## config.mk

```make
export PLATFORM = sky130hd
export DESIGN_NAME = pwrup_sequencer
export DESIGN_NICKNAME = d
export VERILOG_FILES = /design/src/rtl/pwrseq_pkg.sv /design/src/rtl/pwrseq_vsync_edge.sv /design/src/rtl/pwrseq_timer.sv /design/src/rtl/pwrup_sequencer.sv
export SDC_FILE = /design/constraint.sdc
export NUM_CORES = 1
export LEC_CHECK = 0
export BUFFER_PORTS_ARGS = -buffer_cell sky130_fd_sc_hd__buf_2
export CAP_MARGIN = 25
export CORE_UTILIZATION = 24
export DETAILED_ROUTE_END_ITERATION = 10
export PLACE_DENSITY = 0.44
export REMOVE_ABC_BUFFERS = 1
export SLEW_MARGIN = 20
export SYNTH_ARGS = -nofsm -noshare
export SYNTH_HDL_FRONTEND = slang
export SYNTH_HIERARCHICAL = 1
export SYNTH_SLANG_ARGS = --single-unit
```

## constraint.sdc

```tcl
create_clock -name clk -period 5.8 [get_ports clk]
set_clock_uncertainty 0.05 [all_clocks]
set_input_delay 1.45 -clock clk [delete_from_list [all_inputs] [get_ports clk]]
set_output_delay 1.45 -clock clk [all_outputs]
set_load 0.01 [all_outputs]
```

## src/rtl/pwrseq_pkg.sv

```systemverilog
package pwrseq_pkg;

    typedef enum logic [1:0] {
        S_OFF,
        S_RESET,
        S_QUIET,
        S_COUNT
    } seq_state_e;

    localparam int NUM_STAGES = 4;
    localparam int CNT_W      = 4;

    // Pulse count at which each stage turns on; index 0 = analog rail,
    // 1 = charge-pump clock, 2 = panel drivers, 3 = PWM boost.
    localparam logic [CNT_W-1:0] STAGE_AT [NUM_STAGES] = '{4'd2, 4'd3, 4'd9, 4'd11};

    // Convert microseconds to clock cycles, rounding up, never below 1.
    function automatic int us_to_cycles(input int clk_khz, input int usec);
        int c;
        c = (clk_khz * usec + 999) / 1000;
        return (c < 1) ? 1 : c;
    endfunction

endpackage

```

## src/rtl/pwrseq_vsync_edge.sv

```systemverilog
module pwrseq_vsync_edge #(
    parameter int SYNC_STAGES = 2
) (
    input  logic clk,
    input  logic rst,
    input  logic vsync_n_i,
    output logic fall_o
);
    localparam int LAST = SYNC_STAGES;

    logic [LAST:0] chain_q;

    always_ff @(posedge clk) begin
        if (rst) begin
            chain_q <= '1;
        end else begin
            chain_q <= {chain_q[LAST-1:0], vsync_n_i};
        end
    end

    assign fall_o = chain_q[LAST] & ~chain_q[LAST-1];

    // a detected edge never lasts more than one cycle
    p_single_fall_r5: assert property (@(posedge clk) disable iff (rst)
        fall_o |=> !fall_o);

endmodule

```

## src/rtl/pwrseq_timer.sv

```systemverilog
module pwrseq_timer #(
    parameter int LIMIT = 16
) (
    input  logic clk,
    input  logic rst,
    input  logic clr_i,
    output logic done_o
);
    localparam int W = $clog2(LIMIT + 1);
    localparam logic [W-1:0] LAST = W'(LIMIT - 1);

    logic [W-1:0] cnt_q;

    always_ff @(posedge clk) begin
        if (rst || clr_i) begin
            cnt_q <= '0;
        end else if (!done_o) begin
            cnt_q <= cnt_q + 1'b1;
        end
    end

    assign done_o = (cnt_q == LAST);

    // once expired the timer stays expired until cleared
    p_done_holds_r4: assert property (@(posedge clk) disable iff (rst)
        (done_o && !clr_i) |=> done_o);

endmodule

```

## src/rtl/pwrup_sequencer.sv

```systemverilog
module pwrup_sequencer
    import pwrseq_pkg::*;
#(
    parameter int CLK_KHZ     = 27000,
    parameter int RST_US      = 170,
    parameter int QUIET_US    = 2000,
    parameter int SYNC_STAGES = 2
) (
    input  logic clk,
    input  logic rst,
    input  logic supply_ok_i,
    input  logic vsync_n_i,
    output logic panel_rst_n_o,
    output logic avdd_en_o,
    output logic cpclk_en_o,
    output logic panel_en_o,
    output logic pwm_en_o
);
    localparam int RST_CYC   = us_to_cycles(CLK_KHZ, RST_US);
    localparam int QUIET_CYC = us_to_cycles(CLK_KHZ, QUIET_US);
    localparam logic [CNT_W-1:0] CNT_MAX = STAGE_AT[NUM_STAGES-1];

    seq_state_e             state_q, state_d;
    logic [CNT_W-1:0]       cnt_q, cnt_d;
    logic [NUM_STAGES-1:0]  en_q;
    logic                   rst_n_q;
    logic                   fall;
    logic                   rst_done, quiet_done;

    pwrseq_vsync_edge #(.SYNC_STAGES(SYNC_STAGES)) u_edge (
        .clk      (clk),
        .rst      (rst),
        .vsync_n_i(vsync_n_i),
        .fall_o   (fall)
    );

    pwrseq_timer #(.LIMIT(RST_CYC)) u_rst_tmr (
        .clk   (clk),
        .rst   (rst),
        .clr_i (state_q != S_RESET),
        .done_o(rst_done)
    );

    pwrseq_timer #(.LIMIT(QUIET_CYC)) u_quiet_tmr (
        .clk   (clk),
        .rst   (rst),
        .clr_i ((state_q != S_QUIET) || fall),
        .done_o(quiet_done)
    );

    always_comb begin
        state_d = state_q;
        cnt_d   = cnt_q;
        unique case (state_q)
            S_OFF:   if (supply_ok_i) state_d = S_RESET;
            S_RESET: if (rst_done)    state_d = S_QUIET;
            S_QUIET: if (quiet_done && !fall) state_d = S_COUNT;
            S_COUNT: if (fall && (cnt_q < CNT_MAX)) cnt_d = cnt_q + 1'b1;
            default: state_d = S_OFF;
        endcase
        if (!supply_ok_i) begin
            state_d = S_OFF;
            cnt_d   = '0;
        end
    end

    always_ff @(posedge clk) begin
        if (rst) begin
            state_q <= S_OFF;
            cnt_q   <= '0;
            rst_n_q <= 1'b0;
        end else begin
            state_q <= state_d;
            cnt_q   <= cnt_d;
            rst_n_q <= (state_d == S_QUIET) || (state_d == S_COUNT);
        end
    end

    for (genvar i = 0; i < NUM_STAGES; i++) begin : g_stage
        always_ff @(posedge clk) begin
            if (rst) begin
                en_q[i] <= 1'b0;
            end else begin
                en_q[i] <= supply_ok_i && (state_q == S_COUNT) && (cnt_q >= STAGE_AT[i]);
            end
        end
    end

    assign panel_rst_n_o = rst_n_q;
    assign avdd_en_o     = en_q[0];
    assign cpclk_en_o    = en_q[1];
    assign panel_en_o    = en_q[2];
    assign pwm_en_o      = en_q[3];

    // stages are nested in turn-on order
    p_pwm_needs_panel_r10: assert property (@(posedge clk) disable iff (rst)
        pwm_en_o |-> panel_en_o);
    p_panel_needs_cp_r10: assert property (@(posedge clk) disable iff (rst)
        panel_en_o |-> cpclk_en_o);
    p_cp_needs_avdd_r10: assert property (@(posedge clk) disable iff (rst)
        cpclk_en_o |-> avdd_en_o);
    p_en_after_release_r10: assert property (@(posedge clk) disable iff (rst)
        (|en_q) |-> panel_rst_n_o);
    // supply loss drops everything on the next cycle
    p_supply_loss_r11: assert property (@(posedge clk) disable iff (rst)
        !supply_ok_i |=> (!panel_rst_n_o && en_q == '0));
    // nothing turns on outside the counting phase
    p_no_enable_early_r4: assert property (@(posedge clk) disable iff (rst)
        (state_q != S_COUNT) |-> (en_q == '0));
    // the pulse count moves by one at most and never past the last stage
    p_count_step_r9: assert property (@(posedge clk) disable iff (rst)
        (cnt_q != $past(cnt_q)) |-> ((cnt_q == $past(cnt_q) + 1'b1) || (cnt_q == '0)));
    p_count_cap_r9: assert property (@(posedge clk) disable iff (rst)
        (fall && cnt_q == CNT_MAX) |=> (cnt_q == CNT_MAX || !$past(supply_ok_i)));

endmodule

```

# After elaboration in Yosys (flattened, before gate mapping)

Cells that the tools add are included.
Widths: inputs -> output; s select.

Register bits: 43
Bits in latches: 0
RAM bits: 0
Bits in read-only memories: 0
Memories kept: 0

Add/subtract/negate cells: 3
Multiply operators: 0
Divide/modulo/power cells: 0
Magnitude comparators: 5
Eq/ne operators: 9
Shift-type cells: 0
Mux-type cells: 4
Bitwise gates (word level): 3
Reductions and logical operators: 15

Operators with widths:

| operator              | number |
|---|---|
| $add 16x1->16 const B | 1 |
| $eq 16x16->1 const B  | 1 |
| $add 13x1->13 const B | 1 |
| $eq 13x13->1 const B  | 1 |
| $eq 2x2->1 const B    | 4 |
| $ge 4x2->1 const B    | 2 |
| $ge 4x4->1 const B    | 2 |
| $logic_and 1x1->1     | 7 |
| $mux 2                | 3 |
| $pmux 2 s3            | 1 |
| $add 4x1->4 const B   | 1 |
| $logic_or 1x1->1      | 4 |
| $lt 4x4->1 const B    | 1 |
| $eq 2x1->1 const B    | 1 |
| $logic_not 2->1       | 1 |
| $ne 2x1->1 const B    | 1 |
| $ne 2x2->1 const B    | 1 |
| $not 1->1             | 2 |
| $reduce_and 2->1      | 1 |
| $reduce_or 2->1       | 1 |
| $and 1x1->1           | 1 |
| $logic_not 1->1       | 1 |

# Depth between registers and ports, before layout

Depth after elaboration: 9
Gate-level depth with buffers: 8
Mapped depth without buffers: 8

# Modules after synthesis

Netlist, hierarchy kept.

Modules (own cells, without submodules):

| module                      | instances | cells an instance | area each (um^2) |
|---|---|---|---|
| pwrseq_timer at u_quiet_tmr | 1         | 83                | 768.2 |
| pwrseq_timer at u_rst_tmr   | 1         | 74                | 640.6 |
| pwrup_sequencer             | 1         | 54                | 489.2 |
| pwrseq_vsync_edge           | 1         | 7                 | 85.1 |

# Worst setup path after synthesis

No wires, ideal clock.

Path type: input-to-reg
Start point: input rst
End point: register u_rst_tmr.cnt_q[4]
Setup time: 0.074 ns
Arrival time: 2.312 ns
Required time: 5.676 ns
Setup slack: 3.363 ns
Stages on the path: 4
Path buffers: 1
Cells stage by stage: or2_2 clkbuf_1 or3_1 o21ai_0

Cells in the longest elaborated chain, start to end: 1

RTL lines:

| element                | line                  | RTL |
|---|---|---|
| start: declaration     | pwrup_sequencer.sv:10 | `input logic rst,` |
| $logic_or 1x1->1       | pwrseq_timer.sv:15    | `if (rst \|\| clr_i) begin` |
| end signal: assignment | pwrseq_timer.sv:18    | `cnt_q <= cnt_q + 1'b1;` |
| end: declaration       | pwrseq_timer.sv:12    | `logic [W-1:0] cnt_q;` |

No other way between the ends.
A chain may end at the register's enable or synchronous reset.

# Worst setup path after layout

Same ends and word-level chain as after synthesis.

==> tab_implementation.tex <==
\begin{tabular}{lr}
\hline
Metric & Value \\
\hline
\multicolumn{2}{l}{\textbf{Logic synthesis}} \\
Largest family of logic cells by synthesized area & simple AND/OR/NAND/NOR gates \\
Yosys cell types & 47 \\
Cell type with the highest aggregate area in the netlist & sky130\_fd\_sc\_hd\_\_dfxtp\_1 \\
Xor/xnor cell area share of the yosys netlist & 4.416\% \\
Number of instances in the synthesized netlist & 218 \\
Mean cell area of the mapped netlist & 9.097 um2 \\
Share of the synthesized area in the top cell type & 43.41\% \\
Adder-Cell Fraction of Synth Area & 4.416\% \\
Flip-flop cell with the highest count after synthesis & sky130\_fd\_sc\_hd\_\_dfxtp\_1 \\
Number of storage elements in the synthesis netlist & 43 \\
Count of flip-flops with a built-in enable after synthesis & 0 \\
Complex-gate fraction of the synthesized area & 12.05\% \\
Ys Warns & 6 \\
Sequential share of the synthesized area & 43.41\% \\
Portion of netlist area occupied by mux cells & 2.019\% \\
Total standard cell area after synthesis & 0.001983 mm2 \\
Simple-gate share of the synthesized area & 31.04\% \\
Share of synthesized flip-flops with an asynchronous set or reset & 0\% \\
Top cells by area in the synthesized netlist & sky130\_fd\_sc\_hd\_\_dfxtp\_1 (43\%), sky130\_fd\_sc\_hd\_\_ha\_1 (4.4\%), sky130\_fd\_sc\_hd\_\_a21oi\_1 (3.5\%), sky130\_fd\_sc\_hd\_\_nor2\_1 (3.2\%), sky130\_fd\_sc\_hd\_\_or3\_1 (3.2\%) \\
\multicolumn{2}{l}{\textbf{Power}} \\
Switching Power & 0.1177 mW \\
Power per cell area & 225.6 mW/mm2 \\
Share of total power in sequential cells & 59.2\% \\
Share of power burned in combinational logic & 1.6\% \\
Portion of total power attributed to the clock network & 39.2\% \\
Internal power & 0.3860 mW \\
Maximum VDD drop & 92.64 uV \\
Leak pwr & 0.6601 nW \\
Switching share of power & 23.37\% \\
\multicolumn{2}{l}{\textbf{Clocking}} \\
H-tree depth & 2 \\
Clock tree buffer depth & 2 \\
Number of CTS-inserted buffers & 5 \\
\# hold bufs at CTS & 0 \\
CTS-repair resized insts & 0 \\
Post-CTS setup-driven buffer insertion count & 0 \\
Num Clock Sinks & 43 \\
Clock tree root buffer cell & sky130\_fd\_sc\_hd\_\_clkbuf\_8 \\
Clock latency of the later-clocked register in the worst-skew pair & 0.30 ns \\
Post-CTS clock slew at the launch and capture registers of the worst setup and hold paths & 0.08 ns \\
Clock tree from TritonCTS & built \\
\multicolumn{2}{l}{\textbf{Floorplan}} \\
Core ar. & 0.007848 mm2 \\
Starting Density & 25.27\% \\
FP Rows & 32 \\
Number of primary I/O pins & 9 \\
Vertical die dimension & 92.90 um \\
Area of the die & 0.008630 mm2 \\
Horiz. Die Dim & 92.90 um \\
\multicolumn{2}{l}{\textbf{Cells and area}} \\
Most used cells in the layout excluding fill and tap cells & sky130\_fd\_sc\_hd\_\_dfxtp\_1 (43), sky130\_fd\_sc\_hd\_\_nor2\_1 (17), sky130\_fd\_sc\_hd\_\_a21oi\_1 (14), sky130\_fd\_sc\_hd\_\_o21ai\_0 (12) \\
Net total in the final layout & 241 \\
Layout cells sized above 1 & 12.99\% \\
Synth-to-Final Area Change & 12.56\% \\
Most common library cell in the layout ignoring fill and taps & sky130\_fd\_sc\_hd\_\_dfxtp\_1 \\
Inserted Diodes & 0 \\
\multicolumn{2}{l}{\textbf{Critical path}} \\
Setup crit end kind & flop \\
Crit Path Class & in -> reg \\
Highest net fanout along the worst path & 12 \\
Internal reg-to-reg setup slack & 3.78 ns \\
Worst endpoint data arrival time & 2.46 ns \\
Element type at the critical path start & input port \\
Launching instance or port of the critical path & rst \\
Critical path data required time & 5.98 ns \\
Launching point of the worst reg2reg path & u\_rst\_tmr/cnt\_q[0]\$\_SDFFE\_PP0P\_ \\
\multicolumn{2}{l}{\textbf{STA}} \\
Final setup violation count & 0 \\
Slew @ Worst Pin & 0.4596 ns \\
Share of the clock period used by the worst path & 39.29\% \\
Worst-case headroom to the max-slew limit & 69.13\% \\
Number of endpoints with negative hold slack in the final report & 0 \\
Final Max Tran Viols & 0 \\
Unrepaired setup endpoints after global routing & false \\
Worst hold margin & 0.3738 ns \\
Maximum clock frequency & 438.8 MHz \\
Sum Neg Setup Slack & 0 ns \\
Final min period & 2.279 ns \\
\multicolumn{2}{l}{\textbf{Route}} \\
Final routed DRC violation total & 0 \\
Via Count & 1532 \\
Iteration-0 DRC count of the detailed router & 23 \\
Via density & 4.601 \\
WL per Instance & 11.39 um \\
Sum of routed wire length over all layers & 3.793 mm \\
First-pass detailed-route iteration total & 3 \\
Antenna viol nets, final & 0 \\
\multicolumn{2}{l}{\textbf{Placement}} \\
DP Wirelength & 2.670 mm \\
Number of input and output port buffers inserted & 8 \\
Global placement routability congestion & 0.7229 \\
\multicolumn{2}{l}{\textbf{Global route}} \\
Initial antenna violation count & 0 \\
Wire length of the first global-routing pass & 6.851 mm \\
Via count of the first global-routing pass & 1455 \\
Total grt overflow & 0 \\
Total routing usage reported by global routing & 10.06\% \\
Maximum number of pins on one net before global-route repair & 17 \\
\multicolumn{2}{l}{\textbf{Worst hold path}} \\
Startpoint of the worst hold path & u\_edge/chain\_q[0]\$\_SDFF\_PP1\_ \\
Class of the tightest hold or removal check & reg -> reg \\
\multicolumn{2}{l}{\textbf{Run}} \\
MaxCap Viol Count & 0 \\
\multicolumn{2}{l}{\textbf{Outcome}} \\
Outcome & complete, no violations \\
\hline
\end{tabular}
==> kinds of logic after synthesis <==
logic type | Yosys count
AO/OA/AOI/OAI | 40
flip-flops | 43
multiplexers | 4
AND/OR/NAND/NOR | 100
buffers and inverters | 14
adder cells (fa/ha/maj) | 7
XOR/XNOR | 10
==> power groups by stage <==
stage / sequential, mW / combinational, mW / clock, mW
floorplan: 0.304 / 0.00499 / 0
global placement: 0.305 / 0.00850 / 0
detailed placement: 0.305 / 0.00843 / 0
CTS: 0.298 / 0.00845 / 0.208
global route: 0.298 / 0.00957 / 0.222
finish: 0.298 / 0.00827 / 0.197
==> cell usage after synthesis (2+ instances only) <==
master / count
sky130_fd_sc_hd__a21oi_1: 14
sky130_fd_sc_hd__or2_2: 2
sky130_fd_sc_hd__o21a_1: 2
sky130_fd_sc_hd__mux2i_1: 4
sky130_fd_sc_hd__nor2_1: 17
sky130_fd_sc_hd__nor2b_1: 2
sky130_fd_sc_hd__nor4_1: 8
sky130_fd_sc_hd__nor2_2: 2
sky130_fd_sc_hd__o21ai_0: 12
sky130_fd_sc_hd__xnor2_1: 5
sky130_fd_sc_hd__ha_1: 7
sky130_fd_sc_hd__xor2_1: 5
sky130_fd_sc_hd__inv_1: 10
sky130_fd_sc_hd__nor3_1: 4
sky130_fd_sc_hd__a31oi_1: 2
sky130_fd_sc_hd__o31ai_1: 4
sky130_fd_sc_hd__nand2_1: 10
sky130_fd_sc_hd__or2_1: 3
sky130_fd_sc_hd__clkbuf_1: 3
sky130_fd_sc_hd__dfxtp_1: 43
sky130_fd_sc_hd__or3_1: 10
sky130_fd_sc_hd__or4_1: 4
sky130_fd_sc_hd__nand3_1: 10
sky130_fd_sc_hd__nand4_1: 9
sky130_fd_sc_hd__or2b_1: 3
sky130_fd_sc_hd__and3_1: 2
==> state kept, by name, summed over array words and instances (netlist names) <==
register           count
state_q                2
cnt_q                  4
avdd_en_o              1
u_quiet_tmr/cnt_q     16
pwm_en_o               1
panel_rst_n_o          1
u_rst_tmr/cnt_q       13
cpclk_en_o             1
panel_en_o             1
u_edge/chain_q         3
==> path summary, 6_finish.rpt <==
| kind | end | depth (start not counted) |
|---|---|---|
| setup / recovery | u_rst_tmr/cnt_q[4]$_SDFFE_PP0P_ | 4 |
| hold / removal | u_edge/chain_q[1]$_SDFF_PP1_ | 1 |
| setup reg to reg | state_q[0]$_SDFF_PP0_ | 7 |
| hold reg to reg | u_edge/chain_q[1]$_SDFF_PP1_ | 1 |
==> per-stage QoR <==
stage / cells / power (mW) / util (%) / worst slack (ns) / area, um2
final: 333 / 0.5037 / 28.44 / 3.521 / 2232
after global routing: 333 / 0.5298 / 28.44 / 3.491 / 2232
after CTS: 333 / 0.5143 / 28.44 / 3.507 / 2232
after detailed placement: 325 / 0.3134 / 27.26 / 3.206 / 2140
after global placement: 325 / 0.3134 / 27.26 / 3.206 / 2140
after floorplan: 215 / 0.3095 / - / 3.456 / 1972
==> area by class of cell <==
cell class                 count  area [um2]
clock inverter                 3       23.77
fill                         864        5615
multi-input combinational    161        1070
sequential                    43       860.8
tap                          102       127.6
timing repair buffer           8       40.04
clock buffer                   5       68.82
inverter                      11       41.29
==> per-layer routing <==
| layer | track usage (%) | wire length, um | up-vias |
|---|---|---|---|
| met5 | 0 | 0 | - |
| met3 | 3.038 | 108 | 5 |
| met1 | 12.82 | 1968 | 702 |
| li1 | - | - | 814 |
| met2 | 15.81 | 1657 | 11 |
| met4 | 3.846 | 59 | 0 |
==> critical path, stage by stage <==
cell and delay, ns:
sky130_fd_sc_hd__buf_2 0.16, sky130_fd_sc_hd__or2_2 0.36, sky130_fd_sc_hd__or3_1 0.35, sky130_fd_sc_hd__o21ai_0 0.14
Power figures use the tool's default switching activity.
